--- src/rtl/iack_pkg.sv ---
package iack_pkg;
    localparam int ID_W = 10;
    localparam logic [ID_W-1:0] SPURIOUS_ID = 10'd1023;
    localparam logic [ID_W-1:0] SGI_LIMIT = 10'd16;
    localparam logic [7:0] OFS_CTRL = 8'h00;
    localparam logic [7:0] OFS_MASK = 8'h04;
    localparam logic [7:0] OFS_ACK  = 8'h0C;
    localparam logic [7:0] OFS_EOI  = 8'h10;
endpackage

--- src/rtl/iack_gate.sv ---
module iack_gate
    import iack_pkg::*;
#(
    parameter int NUM_IDS = 64,
    parameter int PRIO_W  = 8
) (
    input  logic                en_i,
    input  logic [PRIO_W-1:0]   mask_i,
    input  logic [NUM_IDS-1:0]  active_i,
    input  logic                fwd_valid_i,
    input  logic [ID_W-1:0]     fwd_id_i,
    input  logic [PRIO_W-1:0]   fwd_prio_i,
    input  logic [2:0]          fwd_src_i,
    output logic                pass_o,
    output logic [31:0]         ack_word_o
);
    localparam int IXW = (NUM_IDS > 1) ? $clog2(NUM_IDS) : 1;
    localparam logic [ID_W-1:0] ID_LIMIT = ID_W'(NUM_IDS);

    logic in_range;
    logic is_active;
    logic [2:0] src_field;

    always_comb begin
        in_range   = fwd_id_i < ID_LIMIT;
        is_active  = in_range ? active_i[fwd_id_i[IXW-1:0]] : 1'b0;
        pass_o     = en_i && fwd_valid_i && in_range && !is_active
                     && (fwd_prio_i < mask_i);
        src_field  = (fwd_id_i < SGI_LIMIT) ? fwd_src_i : 3'b000;
        ack_word_o = {22'b0, SPURIOUS_ID};
        if (pass_o) begin
            ack_word_o = {19'b0, src_field, fwd_id_i};
        end
    end
endmodule

--- src/rtl/iack_active.sv ---
module iack_active
    import iack_pkg::*;
#(
    parameter int NUM_IDS = 64
) (
    input  logic                clk,
    input  logic                rst_n,
    input  logic                set_i,
    input  logic [ID_W-1:0]     set_id_i,
    input  logic                clr_req_i,
    input  logic [ID_W-1:0]     clr_id_i,
    output logic                clr_hit_o,
    output logic [NUM_IDS-1:0]  active_o
);
    localparam int IXW = (NUM_IDS > 1) ? $clog2(NUM_IDS) : 1;
    localparam logic [ID_W-1:0] ID_LIMIT = ID_W'(NUM_IDS);

    typedef struct packed {
        logic [NUM_IDS-1:0] act;
    } act_t;

    act_t s_d, s_q;
    logic clr_in;

    always_comb begin
        s_d       = s_q;
        clr_in    = clr_req_i && (clr_id_i < ID_LIMIT);
        clr_hit_o = clr_in && s_q.act[clr_id_i[IXW-1:0]];
        if (clr_hit_o) begin
            s_d.act[clr_id_i[IXW-1:0]] = 1'b0;
        end
        if (set_i) begin
            s_d.act[set_id_i[IXW-1:0]] = 1'b1;
        end
    end

    always_ff @(posedge clk or negedge rst_n) begin
        if (!rst_n) begin
            s_q <= '0;
        end else begin
            s_q <= s_d;
        end
    end

    assign active_o = s_q.act;
endmodule

--- src/rtl/iack_cpuif.sv ---
module iack_cpuif
    import iack_pkg::*;
#(
    parameter int NUM_IDS = 64,
    parameter int PRIO_W  = 8
) (
    input  logic        clk,
    input  logic        rst_n,
    input  logic        bus_sel,
    input  logic        bus_wr,
    input  logic [7:0]  bus_addr,
    input  logic [31:0] bus_wdata,
    output logic [31:0] bus_rdata,
    input  logic        fwd_valid,
    input  logic [9:0]  fwd_id,
    input  logic [7:0]  fwd_prio,
    input  logic [2:0]  fwd_src,
    output logic        irq_o,
    output logic        take_o,
    output logic [9:0]  take_id_o,
    output logic        done_o,
    output logic [9:0]  done_id_o
);
    typedef struct packed {
        logic              en;
        logic [PRIO_W-1:0] mask;
    } ctl_t;

    ctl_t c_d, c_q;
    logic en_q;
    logic [PRIO_W-1:0] mask_q;
    logic rd, wr, ack_rd, eoi_wr;
    logic pass;
    logic [31:0] ack_word;
    logic [NUM_IDS-1:0] active;
    logic clr_hit;

    assign en_q   = c_q.en;
    assign mask_q = c_q.mask;

    always_comb begin
        rd     = bus_sel && !bus_wr;
        wr     = bus_sel && bus_wr;
        ack_rd = rd && (bus_addr == OFS_ACK);
        eoi_wr = wr && (bus_addr == OFS_EOI);
        c_d    = c_q;
        if (wr && bus_addr == OFS_CTRL) begin
            c_d.en = bus_wdata[0];
        end
        if (wr && bus_addr == OFS_MASK) begin
            c_d.mask = bus_wdata[PRIO_W-1:0];
        end
        bus_rdata = '0;
        if (rd) begin
            case (bus_addr)
                OFS_CTRL: bus_rdata = {31'b0, c_q.en};
                OFS_MASK: bus_rdata = 32'(c_q.mask);
                OFS_ACK:  bus_rdata = ack_word;
                default:  bus_rdata = '0;
            endcase
        end
    end

    always_ff @(posedge clk or negedge rst_n) begin
        if (!rst_n) begin
            c_q <= '0;
        end else begin
            c_q <= c_d;
        end
    end

    iack_gate #(.NUM_IDS(NUM_IDS), .PRIO_W(PRIO_W)) u_gate (
        .en_i        (c_q.en),
        .mask_i      (c_q.mask),
        .active_i    (active),
        .fwd_valid_i (fwd_valid),
        .fwd_id_i    (fwd_id),
        .fwd_prio_i  (fwd_prio[PRIO_W-1:0]),
        .fwd_src_i   (fwd_src),
        .pass_o      (pass),
        .ack_word_o  (ack_word)
    );

    iack_active #(.NUM_IDS(NUM_IDS)) u_active (
        .clk       (clk),
        .rst_n     (rst_n),
        .set_i     (take_o),
        .set_id_i  (fwd_id),
        .clr_req_i (eoi_wr),
        .clr_id_i  (bus_wdata[ID_W-1:0]),
        .clr_hit_o (clr_hit),
        .active_o  (active)
    );

    assign irq_o     = pass;
    assign take_o    = ack_rd && pass;
    assign take_id_o = fwd_id;
    assign done_o    = clr_hit;
    assign done_id_o = bus_wdata[ID_W-1:0];
endmodule

--- config.mk ---
export PLATFORM = sky130hd
export DESIGN_NAME = iack_cpuif
export DESIGN_NICKNAME = d
export VERILOG_FILES = /design/src/rtl/iack_pkg.sv /design/src/rtl/iack_gate.sv /design/src/rtl/iack_active.sv /design/src/rtl/iack_cpuif.sv
export SDC_FILE = /design/constraint.sdc
export NUM_CORES = 1
export LEC_CHECK = 0
export BUFFER_PORTS_ARGS = -buffer_cell sky130_fd_sc_hd__buf_4
export CORE_MARGIN = 2
export CORE_UTILIZATION = 48
export CTS_CLUSTER_SIZE = 24
export DETAILED_ROUTE_END_ITERATION = 8
export GPL_ROUTABILITY_DRIVEN = 0
export GPL_TIMING_DRIVEN = 0
export PLACE_DENSITY_LB_ADDON = 0.3
export SYNTH_ARGS = -nofsm -noshare
export SYNTH_HDL_FRONTEND = slang
export SYNTH_SLANG_ARGS = --single-unit
export TNS_END_PERCENT = 100
--- constraint.sdc ---
create_clock -name clk -period 4.4 [get_ports clk]
set_clock_uncertainty 0.15 [all_clocks]
set_input_delay 0.66 -clock clk [delete_from_list [all_inputs] [get_ports clk]]
set_output_delay 0.66 -clock clk [all_outputs]
set_load 0.01 [all_outputs]
Word-level counts from Yosys, hierarchy flattened
Index checks and enable logic that the tools add are counted.

Add/sub/neg operators: 0. $mul: 0. Divide/modulo/power cells: 0. Magnitude comparators: 8. Equal/unequal tests: 3. Shift-type cells: 0. Mux-type cells: 15. Bitwise logic cells: 3. Reduce and logical (&&, ||, !) cells: 18.

Operators with widths (number): $mux W64 (2); $pmux W32 S3 (1); $and A64 B64 Y64 (1); $not A64 Y64 (1); $or A64 B64 Y64 (1); $mux W32 (1); $lt A10 B7 Y1 const B (2); $logic_and A1 B1 Y1 (15); $lt A6 B7 Y1 const B (2); $mux W13 (1); $bmux W1 S6 (2); $demux W1 S6 (2); $ge A6 B1 Y1 const B (2); $lt A10 B5 Y1 const B (1); $eq A8 B3 Y1 const B (1); $eq A8 B4 Y1 const B (1); $eq A8 B5 Y1 const B (1); $logic_not A8 Y1 (1); $lt A8 B8 Y1 (1); $mux W1 (5); $mux W3 (1); $logic_not A1 Y1 (2).

Register bits after elaboration: 73. Latch bits: 0. Bits in writable memories: 0. Memory bits (read-only): 0. Input bits: 66. Output and inout bits: 55. Word-level logic and storage cells: 50. Memories kept: 0.

Depth between registers and ports, before layout
Depth in word-level cells: 9. Gate-level depth with buffers: 12.

Modules after synthesis
A second synthesis with hierarchy kept.

Cells, all modules: 676. Area total of the unflattened synthesis: 5904.4 um2.

Modules (own cells, without submodules): iack_active (instances 1, cells an instance 437, area each 3926.3 um2, sequential area each 1601.5 um2); iack_gate (instances 1, cells an instance 141, area each 1068.5 um2, sequential area each 0.0 um2); iack_cpuif (instances 1, cells an instance 98, area each 909.6 um2, sequential area each 225.2 um2).

Worst setup path after synthesis
OpenSTA, ideal clock, no wires.

Path kind: in2out. Start: input fwd_id[1]. End: output bus_rdata[6]. Arrival time: 2.523 ns. Data required time: 3.590 ns. Slack: 1.067 ns. Stages: 10. Path buffers: 3. Cells stage by stage: buf_2 nor2b_1 clkbuf_1 a221oi_1 nor2_1 or4_1 nand4_2 and3_1 clkbuf_1 o21ai_0.

Longest elaborated chain between the ends: 9. Elaborated cells between the ends (all ways): 11. Classes of those cells: order compare: 1; mux: 6; reduce/logical: 4.

RTL lines: start, declared (line iack_cpuif.sv:15) `input logic [9:0] fwd_id,`; $bmux W1 S6 (line iack_gate.sv:26) `is_active = in_range ? active_i[fwd_id_i[IXW-1:0]] : 1'b0;`; $mux W1 (implied by the code) (line iack_gate.sv:26); $mux W1 (line iack_gate.sv:26); $logic_not A1 Y1 (line iack_gate.sv:27) `pass_o = en_i && fwd_valid_i && in_range && !is_active`; $logic_and A1 B1 Y1 * (line iack_gate.sv:27); $logic_and A1 B1 Y1 * (line iack_gate.sv:28) `&& (fwd_prio_i < mask_i);`; $mux W13 * (line iack_gate.sv:31) `if (pass_o) begin`; $pmux W32 S3 * (line iack_cpuif.sv:55) `case (bus_addr)`; $mux W32 * (line iack_cpuif.sv:54) `if (rd) begin`; end, declared (line iack_cpuif.sv:13) `output logic [31:0] bus_rdata,`.

Every way passes the cells marked *; elsewhere a longest branch is shown, timed or not. The select of a mux whose other input is x is not followed.

Final worst setup path
Start: input fwd_id[2]. End: output bus_rdata[4].

The elaborated chain is that of the path after synthesis.

==> impl_metrics.tcl <==
set metrics [dict create \
    status "completed" \
    tightest_slew_ns 1.13 \
    dp_hpwl_um 13500 \
    drv_slew 0 \
    power_mw 1.57 \
    path_cells "buf_4 > clkbuf_1 > nand2b_1 > o221ai_1 > a21oi_1 > a21oi_1 > nand4_2 > and3_1 > clkbuf_1 > a221oi_1 > buf_4" \
    final_common_cell "buf_4" \
    clkSlewWorstSetupHoldPaths_ns 0.08 \
    placementRows 38 \
    rsz0062_at_grt "no" \
    cts_tree "built" \
    die-area_um2 12100 \
    grt_overflow_total 0 \
    postRouteWirelength_um 18500 \
    ys.flop_type "dfrtp_1" \
    hold_class "in -> async" \
    synth_compound_area_frac 0.242 \
    vias 5722 \
    cts_setup_buffers 0 \
    cellLeakagePower_nw 2.78 \
    ys_seq_area_frac 0.339 \
    syn_area_um2 5390 \
    period_share 0.895 \
    antenna_cells 0 \
    async_flop_share 1.00 \
    reg2reg_slack_ns 1.71 \
    setup_viol 0 \
    area_delta_synth_final_pct 18.8 \
    core_area_um2 10900 \
    initial_core_util 0.495 \
    drt_iter0_markers 966 \
    synth.area.mux_share 0.0989 \
    grt_max_degree 74 \
    startpoint "fwd_id[2]" \
    final_cell_mix "buf_4 (118), o21ai_0 (97), dfrtp_1 (73)" \
    clock_sinks 73 \
    yosysWarnings 0 \
    cp-start-kind "primary input" \
    worstSetupPathType "in -> out" \
    clk_path_buf_depth 2 \
    grt_pass1_vias 5273 \
    reg2reg_depth 9 \
    grt.total_usage 0.311 \
    wl_per_cell_um 21.6 \
    synth_edf_count 0 \
    cts_buffers 9 \
    slew_headroom 0.242 \
    die_w_um 110 \
    p_per_area_nw_per_um2 245 \
    die_h_um 110 \
    fin_ws_ns 0.461 \
    drive_gt1_frac 0.245 \
    drc 0 \
    finalSetupTns_ns 0 \
    cp_slowest_cell "clkbuf_1" \
    peakVddDrop_mv 0.140 \
    fmax_ghz 0.254 \
    ant_nets 0 \
    root_buffer "clkbuf_8" \
    io_buffers 72 \
    finalNetCount 783 \
    post_synth_inst_count 609 \
    vias_per_cell 6.69 \
    rr_endpoint "u_active.active_o[56]$_DFF_PN0_" \
    synth_fa_ha_area_frac 0.0163 \
    crit_arrival_ns 3.13 \
    grt_pass1_wl_um 28000 \
    cap_violations 0 \
    cpPeakStageDelay_ns 0.46 \
    min_period_ns 3.94 \
    hold_buffers 0 \
    synth_xor_area_frac 0 \
    ys_ff_latch 73 \
    r2r-start "mask_q[7]$_DFFE_PN0P_" \
    worstSkewPairLatency_ns 0.38 \
    ys_types 60 \
    crit_path_max_fanout 10 \
    drt_pass1_iterations 7 \
    crit_path_end_kind "output pin" \
    crit_required_ns 3.59 \
    synth-simple-area-share 0.188 \
    cts-resized-gates 0 \
    cts-htree-levels 3 \
    grt_antenna_before_repair 0 \
    synth_top_family_by_area "compound AO/OA/AOI/OAI gates" \
    dp_slack_ns 0.558 \
    final_util 0.588 \
    ioPinCount 121 \
    finalHoldViolations 0 \
    syn_avg_cell_area_um2 8.85 \
]
cell usage after synthesis, types with 3 or more instances:
master,number,area share
a221oi_1,6,0.0098
o41ai_1,30,0.049
a31oi_1,3,0.0035
o21ai_0,97,0.090
nor4_1,4,0.0046
and3_1,13,0.015
clkbuf_1,23,0.016
a221o_1,4,0.0074
ha_1,7,0.016
mux2_2,12,0.025
buf_2,10,0.0093
o2bb2ai_1,5,0.0081
nand3_1,19,0.018
mux2i_1,24,0.045
a21oi_1,11,0.010
o21ai_1,6,0.0056
nor3_1,7,0.0065
inv_1,15,0.010
and2_1,3,0.0035
a211oi_1,5,0.0070
o22ai_1,5,0.0058
o211ai_1,4,0.0056
dfrtp_1,73,0.34
nor2_1,19,0.013
nand4_1,36,0.042
a22o_1,4,0.0065
nor3b_1,3,0.0042
buf_6,7,0.015
and3b_1,5,0.0081
nand2b_1,6,0.0070
nor2b_1,10,0.012
mux4_2,7,0.029
a22oi_1,5,0.0070
buf_4,46,0.064
nand2_1,41,0.029
state kept, by name, summed over array words and instances, names as in the netlist:
register           cells
u_active.active_o     64
mask_q                 8
en_q                   1
cell type report:
cell class | instances | area, um^2
fillers | 966 | 4490
multi-input cells | 451 | 3000
flip-flops and latches | 73 | 1830
plain buffers | 86 | 561
repair buffers | 72 | 541
well taps | 140 | 175
clock buffers | 11 | 151
clock inverters | 5 | 77.6
inverters | 17 | 63.8
worst max path at each step:
stage	end	slack, ns	cells past startpoint
after CTS	bus_rdata[4]	0.56	13
after detailed placement	bus_rdata[4]	0.56	13
after global placement	done_o	0.59	11
after global routing	done_o	0.34	11
final	bus_rdata[4]	0.46	11
after floorplan	bus_rdata[6]	1.07	10
power breakdown:
group	switching (mW)	leakage, nW	internal (mW)	total [mW]
Sequential	0.00237	1.01	0.672	0.675
Clock	0.268	0.115	0.348	0.616
Combinational	0.171	1.66	0.108	0.278
per-layer routing:
layer | part of all wire | wire length [um] | vias to the layer above | track usage
met3 | 0.14 | 2570 | 109 | 0.0925
met1 | 0.38 | 6940 | 2624 | 0.395
met5 | 0.0014 | 25 | - | 0
met2 | 0.42 | 7730 | 503 | 0.462
li1 | - | - | 2484 | -
met4 | 0.065 | 1210 | 2 | 0.198
cells by family after synthesis:
| kind of cell | count (synthesis) |
|---|---|
| AO/OA/AOI/OAI | 201 |
| adder cells (fa/ha/maj) | 7 |
| buffers and inverters | 103 |
| flip-flops | 73 |
| multiplexers | 43 |
| other | 1 |
| AND/OR/NAND/NOR | 181 |
through the flow:
stage,cell area (um^2),hold WS [ns],cells
final,6400,0.272,855
after global routing,6400,0.342,855
after CTS,6400,0.300,855
after detailed placement,6170,0.357,839
after global placement,6170,0.349,839
after floorplan,5460,0.214,627
worst max-delay path, delay by kind of cell:
kind                   cells  cell delay (ns)
AND/OR/NAND/NOR            3             0.68
buffers and inverters      4             0.94
AO/OA/AOI/OAI              4             0.84
Note: power is estimated with default switching activity, not from simulation.
